[config.mk]
export PLATFORM = sky130hd
export DESIGN_NAME = burst_col_gen
export DESIGN_NICKNAME = d
export VERILOG_FILES = /design/src/rtl/colgen_pkg.sv /design/src/rtl/colgen_len_dec.sv /design/src/rtl/colgen_addr_calc.sv /design/src/rtl/colgen_ctrl.sv /design/src/rtl/burst_col_gen.sv
export SDC_FILE = /design/constraint.sdc
export NUM_CORES = 1
export LEC_CHECK = 0
export BUFFER_PORTS_ARGS = -buffer_cell sky130_fd_sc_hd__buf_2
export CAP_MARGIN = 25
export CORE_MARGIN = 2
export CORE_UTILIZATION = 54
export DETAILED_ROUTE_END_ITERATION = 16
export HOLD_SLACK_MARGIN = 0.05
export MAX_ROUTING_LAYER = met4
export PLACE_DENSITY = 0.87
export SETUP_SLACK_MARGIN = 0.05
export SLEW_MARGIN = 40
export SYNTH_ARGS = -nofsm -noshare
export SYNTH_HDL_FRONTEND = slang
export SYNTH_SLANG_ARGS = --single-unit
[constraint.sdc]
create_clock -name clk -period 2.1 [get_ports clk]
set_input_delay 0.21 -clock clk [delete_from_list [all_inputs] [get_ports clk]]
set_output_delay 0.21 -clock clk [all_outputs]
set_load 0.01 [all_outputs]
[src/rtl/colgen_pkg.sv]
package colgen_pkg;

    localparam int CODE_W = 3;

    typedef enum logic [CODE_W-1:0] {
        LEN_ONE   = 3'b000,
        LEN_TWO   = 3'b001,
        LEN_FOUR  = 3'b010,
        LEN_EIGHT = 3'b011,
        LEN_PAGE  = 3'b111
    } len_code_e;

    typedef enum logic {
        ORD_SEQ = 1'b0,
        ORD_XOR = 1'b1
    } order_e;

    typedef struct packed {
        logic   page;   // full-page burst, no last beat
        order_e order;  // address ordering
        logic   locked; // auto precharge: interrupts refused
    } burst_mode_t;

    // number of low column bits covered by a fixed burst length code
    function automatic int field_bits(input logic [CODE_W-1:0] code);
        case (code)
            LEN_TWO:   return 1;
            LEN_FOUR:  return 2;
            LEN_EIGHT: return 3;
            default:   return 0;
        endcase
    endfunction

endpackage

[src/rtl/colgen_len_dec.sv]
module colgen_len_dec
    import colgen_pkg::*;
#(
    parameter int COL_W = 8
) (
    input  logic [CODE_W-1:0] code_i,
    output logic [COL_W-1:0]  mask_o,
    output logic              page_o
);
    localparam logic [COL_W-1:0] ALL_ONES = {COL_W{1'b1}};

    int nbits;

    always_comb begin
        nbits  = field_bits(code_i);
        page_o = (code_i == LEN_PAGE);
        mask_o = '0;
        if (page_o) begin
            mask_o = ALL_ONES;
        end else begin
            for (int b = 0; b < COL_W; b++) begin
                mask_o[b] = (b < nbits);
            end
        end
    end
endmodule

[src/rtl/colgen_addr_calc.sv]
module colgen_addr_calc
    import colgen_pkg::*;
#(
    parameter int COL_W = 8
) (
    input  logic [COL_W-1:0] base_i,
    input  logic [COL_W-1:0] beat_i,
    input  logic [COL_W-1:0] mask_i,
    input  order_e           order_i,
    output logic [COL_W-1:0] col_o
);
    logic [COL_W-1:0] sum;

    assign sum = base_i + beat_i;

    for (genvar i = 0; i < COL_W; i++) begin : g_bit
        logic seq_bit;
        logic xor_bit;
        assign seq_bit  = mask_i[i] ? sum[i] : base_i[i];
        assign xor_bit  = base_i[i] ^ (beat_i[i] & mask_i[i]);
        assign col_o[i] = (order_i == ORD_XOR) ? xor_bit : seq_bit;
    end

    // bits above the burst field never move
    always_comb begin
        p_upper_fixed_r4: assert ((col_o & ~mask_i) == (base_i & ~mask_i))
            else $error("column left its burst field");
    end
endmodule

[src/rtl/colgen_ctrl.sv]
module colgen_ctrl
    import colgen_pkg::*;
#(
    parameter int COL_W = 8
) (
    input  logic             clk,
    input  logic             rst,
    input  logic             start_i,
    input  logic [COL_W-1:0] start_col_i,
    input  logic [COL_W-1:0] dec_mask_i,
    input  logic             dec_page_i,
    input  logic             btype_i,
    input  logic             autopre_i,
    input  logic             stop_i,
    input  logic             intr_i,
    input  logic [COL_W-1:0] intr_col_i,
    output logic             active_o,
    output logic             final_o,
    output logic [COL_W-1:0] base_o,
    output logic [COL_W-1:0] beat_o,
    output logic [COL_W-1:0] mask_o,
    output burst_mode_t      mode_o
);
    logic             active_q;
    logic [COL_W-1:0] base_q;
    logic [COL_W-1:0] beat_q;
    logic [COL_W-1:0] mask_q;
    burst_mode_t      mode_q;

    logic start_ok;
    logic restart;
    logic at_end;
    logic finish;

    assign start_ok = start_i & ~active_q;
    assign restart  = active_q & intr_i & ~mode_q.locked;
    assign at_end   = active_q & ~mode_q.page & (beat_q == mask_q);
    assign finish   = active_q & (stop_i | at_end);

    always_ff @(posedge clk) begin
        if (rst) begin
            active_q <= 1'b0;
            base_q   <= '0;
            beat_q   <= '0;
            mask_q   <= '0;
            mode_q   <= '0;
        end else if (start_ok) begin
            active_q      <= 1'b1;
            base_q        <= start_col_i;
            beat_q        <= '0;
            mask_q        <= dec_mask_i;
            mode_q.page   <= dec_page_i;
            mode_q.order  <= (dec_page_i || !btype_i) ? ORD_SEQ : ORD_XOR;
            mode_q.locked <= autopre_i;
        end else if (restart) begin
            base_q <= intr_col_i;
            beat_q <= '0;
        end else if (finish) begin
            active_q <= 1'b0;
            beat_q   <= '0;
        end else if (active_q) begin
            beat_q <= beat_q + 1'b1;
        end
    end

    assign active_o = active_q;
    assign final_o  = at_end;
    assign base_o   = base_q;
    assign beat_o   = beat_q;
    assign mask_o   = mask_q;
    assign mode_o   = mode_q;

    p_start_idle_r2: assert property (@(posedge clk) disable iff (rst)
        (!active_q && start_i) |=> (active_q && beat_q == '0))
        else $error("idle start did not open a burst");

    p_last_closes_r7: assert property (@(posedge clk) disable iff (rst)
        (at_end && !(intr_i && !mode_q.locked)) |=> !active_q)
        else $error("burst continued past its final beat");

    p_stop_ends_r8: assert property (@(posedge clk) disable iff (rst)
        (active_q && stop_i && !(intr_i && !mode_q.locked)) |=> !active_q)
        else $error("stop request not honoured");

    p_intr_restart_r9: assert property (@(posedge clk) disable iff (rst)
        (active_q && intr_i && !mode_q.locked)
        |=> (active_q && beat_q == '0 && base_q == $past(intr_col_i)))
        else $error("interrupt did not restart the burst");

    p_lock_ignore_r10: assert property (@(posedge clk) disable iff (rst)
        (active_q && mode_q.locked && intr_i && !stop_i && !at_end)
        |=> (active_q && $stable(base_q)))
        else $error("locked burst accepted an interrupt");

    p_page_runs_r6: assert property (@(posedge clk) disable iff (rst)
        (active_q && mode_q.page && !stop_i && !intr_i)
        |=> (active_q && beat_q == COL_W'($past(beat_q) + 1'b1)))
        else $error("full-page burst did not advance");

    p_page_nolast_r7: assert property (@(posedge clk) disable iff (rst)
        (active_q && mode_q.page) |-> !at_end)
        else $error("last flagged in full-page burst");
endmodule

[src/rtl/burst_col_gen.sv]
module burst_col_gen
    import colgen_pkg::*;
#(
    parameter int COL_W = 8
) (
    input  logic              clk,
    input  logic              rst,
    input  logic              start_i,
    input  logic [COL_W-1:0]  start_col_i,
    input  logic [CODE_W-1:0] blen_code_i,
    input  logic              btype_i,
    input  logic              autopre_i,
    input  logic              stop_i,
    input  logic              intr_i,
    input  logic [COL_W-1:0]  intr_col_i,
    output logic [COL_W-1:0]  col_o,
    output logic              valid_o,
    output logic              last_o
);
    logic [COL_W-1:0] dec_mask;
    logic             dec_page;
    logic [COL_W-1:0] base;
    logic [COL_W-1:0] beat;
    logic [COL_W-1:0] mask;
    burst_mode_t      mode;
    logic             active;
    logic             fin;

    colgen_len_dec #(.COL_W(COL_W)) u_dec (
        .code_i (blen_code_i),
        .mask_o (dec_mask),
        .page_o (dec_page)
    );

    colgen_ctrl #(.COL_W(COL_W)) u_ctrl (
        .clk         (clk),
        .rst         (rst),
        .start_i     (start_i),
        .start_col_i (start_col_i),
        .dec_mask_i  (dec_mask),
        .dec_page_i  (dec_page),
        .btype_i     (btype_i),
        .autopre_i   (autopre_i),
        .stop_i      (stop_i),
        .intr_i      (intr_i),
        .intr_col_i  (intr_col_i),
        .active_o    (active),
        .final_o     (fin),
        .base_o      (base),
        .beat_o      (beat),
        .mask_o      (mask),
        .mode_o      (mode)
    );

    colgen_addr_calc #(.COL_W(COL_W)) u_calc (
        .base_i  (base),
        .beat_i  (beat),
        .mask_i  (mask),
        .order_i (mode.order),
        .col_o   (col_o)
    );

    assign valid_o = active;
    assign last_o  = fin;

    p_idle_quiet_r1: assert property (@(posedge clk) disable iff (rst)
        !valid_o |-> !last_o)
        else $error("last without valid");
endmodule

==> results.ini <==
[outcome]
status=finished, violations left
violations=negative setup slack

[floorplan]
initial_utilization_pct=56.45
io_pins=36
die_w_um=60.26
fp.coreArea_mm2=0.003028
die_area_mm2=0.003631
die_h_um=60.26
num_rows=20

[worst_setup_path]
critPathLaunch=u_ctrl.base_o[0]
worst_ep_arrival_time_ps=2030
cp_common_cell=a21o_1
r2r_slack_ps=300
crit_type=register to output pin
endpoint_kind=output pin
critPathLaunchType=register
slowest_delay_ps=360
slowest_stage=dfxtp_2
crit_path_cell_trace=ha_4 -> fa_2 -> a21o_1 -> a21o_1 -> a21o_1 -> a211oi_2 -> buf_2
worst-path-buf-inv=1
worstReg2RegStart=u_ctrl.beat_o[5]
critPathTopFamily=compound AO/OA/AOI/OAI gates
crit_fanout=3
worst_ep_required_time_ps=1890

[min_path]
hold_start=autopre_i
hold_class=primary input to register

[route]
avgViaCountPerCell=5.645
post_drt_wl_per_cell_um=13.10
detail_route.iter0.violations=38
vias=1688
finalWirelength_um=3916
detail-route-antenna-nets=0
dr.pass1.iters=4
drc=0

[logic_synthesis]
syn-num-nets=256
synth_top_family_by_area=simple AND/OR/NAND/NOR gates
synth_fa_ha_area_share_pct=12.88
syn_inst=213
synth_cell_types=47
synth_xor_area_share_pct=5.637
synthMuxAreaShare_pct=0.5857
ys.warnings.count=0
synthSimpleGateAreaFrac_pct=27.31
synth-compound-area-share_pct=21.38
seq_area_frac_synth_pct=26.94
synthTopCellsByArea=dfxtp_1 27%, ha_1 12%, nor2_1 6.1%
syn_avg_cell_area_um2=8.024
synth_top_area_share_pct=26.94
synth_area_leader_cell=dfxtp_1
ys_seq_elements=23
synth_area_mm2=0.001709

[placement]
dpl.hpwl_um=3090
gp_congestion=0.8653
port_buffers=35
place_ws_ps=25.00

[sta]
post-route-period-util_pct=106.4
setup_viol=3
layout_setup_ws_ps=-135.3
rsz0062_at_grt=true
fmax_mhz=447.4
slew_violations=0
fin_setup_tns_ps=-175.4
slew_headroom_pct=68.36
hold_violations=0
worst_slew_pin_slew_ps=472.5
clock_skew_ps=1.482
fin_crit_ps=2235

[clocking]
tritoncts=built
cts_buffers=3
cts_buffer_depth=2
cts_root_buf=clkbuf_4
clock-sinks=23
cts_hold_buf=0
clkTransAtPathRegs_ps=120
htreeDepth=1
clock_latency_ps=310

[grt]
antenna_found_initial=0
grt_overflow=0
grt_max_degree=18
grt_pass1_wl_um=6637
grt_pass1_vias=1532
grt_use_total_pct=24.83

[pwr]
peakVddDrop_mv=0.3541
power.density_mw_per_mm2=491.1
leakage_nw=0.9399

[final_layout]
layout.nets=299
layout-drive-gt1-share_pct=27.84
areaGrowthSynthToFinish_pct=21.01
fillCellCount=258
num_antenna_cells=0

[flow_run]
maxCapViolations=0

[area by class of cell]
| cell class | count | area [µm²] | share of cell area, % |
|---|---|---|---|
| Sequential cell | 23 | 469.2 | 22.69 |
| Multi-Input combinational cell | 173 | 1219 | 58.92 |
| Inverter | 7 | 26.28 | 1.270 |
| Timing Repair Buffer | 48 | 272.8 | 13.19 |
| Tap cell | 44 | 55.05 | 2.662 |
| Clock buffer | 4 | 26.28 | 1.270 |
[placed cells by master (no fill, tap or decap), drive strengths merged, types with 5 or more instances in the layout]
cell	Yosys	final
xor2	8	8
inv	7	7
nor2b	5	5
nand2	28	28
nand3	10	10
a311oi	8	8
a211oi	5	5
a21oi	17	17
ha	16	16
nor2	28	28
dfxtp	23	23
buf	8	48
o21ai	6	6
[state kept, by name, indices dropped and copies added (netlist names)]
| name | flops |
|---|---|
| u_ctrl.base_o | 8 |
| u_ctrl.beat_o | 8 |
| u_ctrl.mask_o | 4 |
| u_ctrl.mode_o | 2 |
| u_ctrl.active_o | 1 |
[logic make-up (layout without fill, tap and decap cells)]
| group | count (synthesis) | after routing |
|---|---|---|
| muxes | 1 | 1 |
| and+or+nand+nor | 93 | 93 |
| xor gates and xnor gates | 11 | 11 |
| adders and majority gates | 17 | 17 |
| buffers and inverters | 17 | 59 |
| AOI/OAI and AO/OA | 51 | 51 |
| DFF | 23 | 23 |
[Yosys cell counts, drive strengths merged]
cell     number
fa            1
o21a          1
mux2i         1
nor3          2
nand2b        3
and4          1
a221oi        1
nor4          1
or3           1
a311oi        8
a21oi        17
inv           7
a211oi        5
clkbuf        2
a32o          2
o2111ai       1
nand2        28
and3          3
nand3b        2
o211ai        2
xor2          8
xnor2         3
or2           1
a31oi         1
buf           8
nand4         2
nor4bb        1
dfxtp        23
nor4b         2
o21ai         6
nor2b         5
a21o          4
nor3b         2
nand3        10
ha           16
and2          1
nor2         28
o221ai        2
o22ai         1
[repair_timing]
action / in CTS / in global routing
buffers inserted: 3 / 0
pin swaps: 8 / 4
endpoints found under the setup margin: 7 / 8
resized for setup: 12 / 3
[metrics by stage]
stage | util, % | total power [mW] | hold slack, ps | cells | cell area (µm²)
4_1_cts | 67.81 | 1.011 | 121.8 | 299 | 2053
5_1_grt | 68.31 | 1.074 | 136.9 | 299 | 2068
3_5_place_dp | 64.59 | 0.8005 | 458.5 | 292 | 1956
6_report | 68.31 | 1.016 | 120.4 | 299 | 2068
2_1_floorplan | - | 0.7039 | 346.0 | 213 | 1714
3_3_place_gp | 64.59 | 0.7932 | 446.9 | 292 | 1956
[tightest hold or removal path: cells and delay by family]
kind,cells,cell delay (ps)
compound gates,1,50
simple gates,1,40
buf+inv,1,100
[per-layer routing]
metal / track usage [%] / up-vias / wire (µm)
li1: - / 854 / -
met2: 42.08 / 50 / 1858
met1: 31.66 / 778 / 1847
met3: 2.814 / 6 / 167
met5: - / - / 0
met4: 5.397 / 0 / 43
[path summary, 6_finish.rpt]
path | end | cells past startpoint
setup reg to reg | u_ctrl.beat_o[0] | 5
hold / removal | u_ctrl.mode_o[0] | 3
setup / recovery | col_o[6] | 7
hold reg to reg | u_ctrl.mode_o[0] | 2
[power by group]
part	leakage (nW)	switching [mW]	internal [mW]
clock network	0.0150	0.132	0.0742
logic	0.734	0.166	0.140
registers	0.191	0.0396	0.464
total	0.940	0.337	0.678
Power figures use the tool's default switching activity.
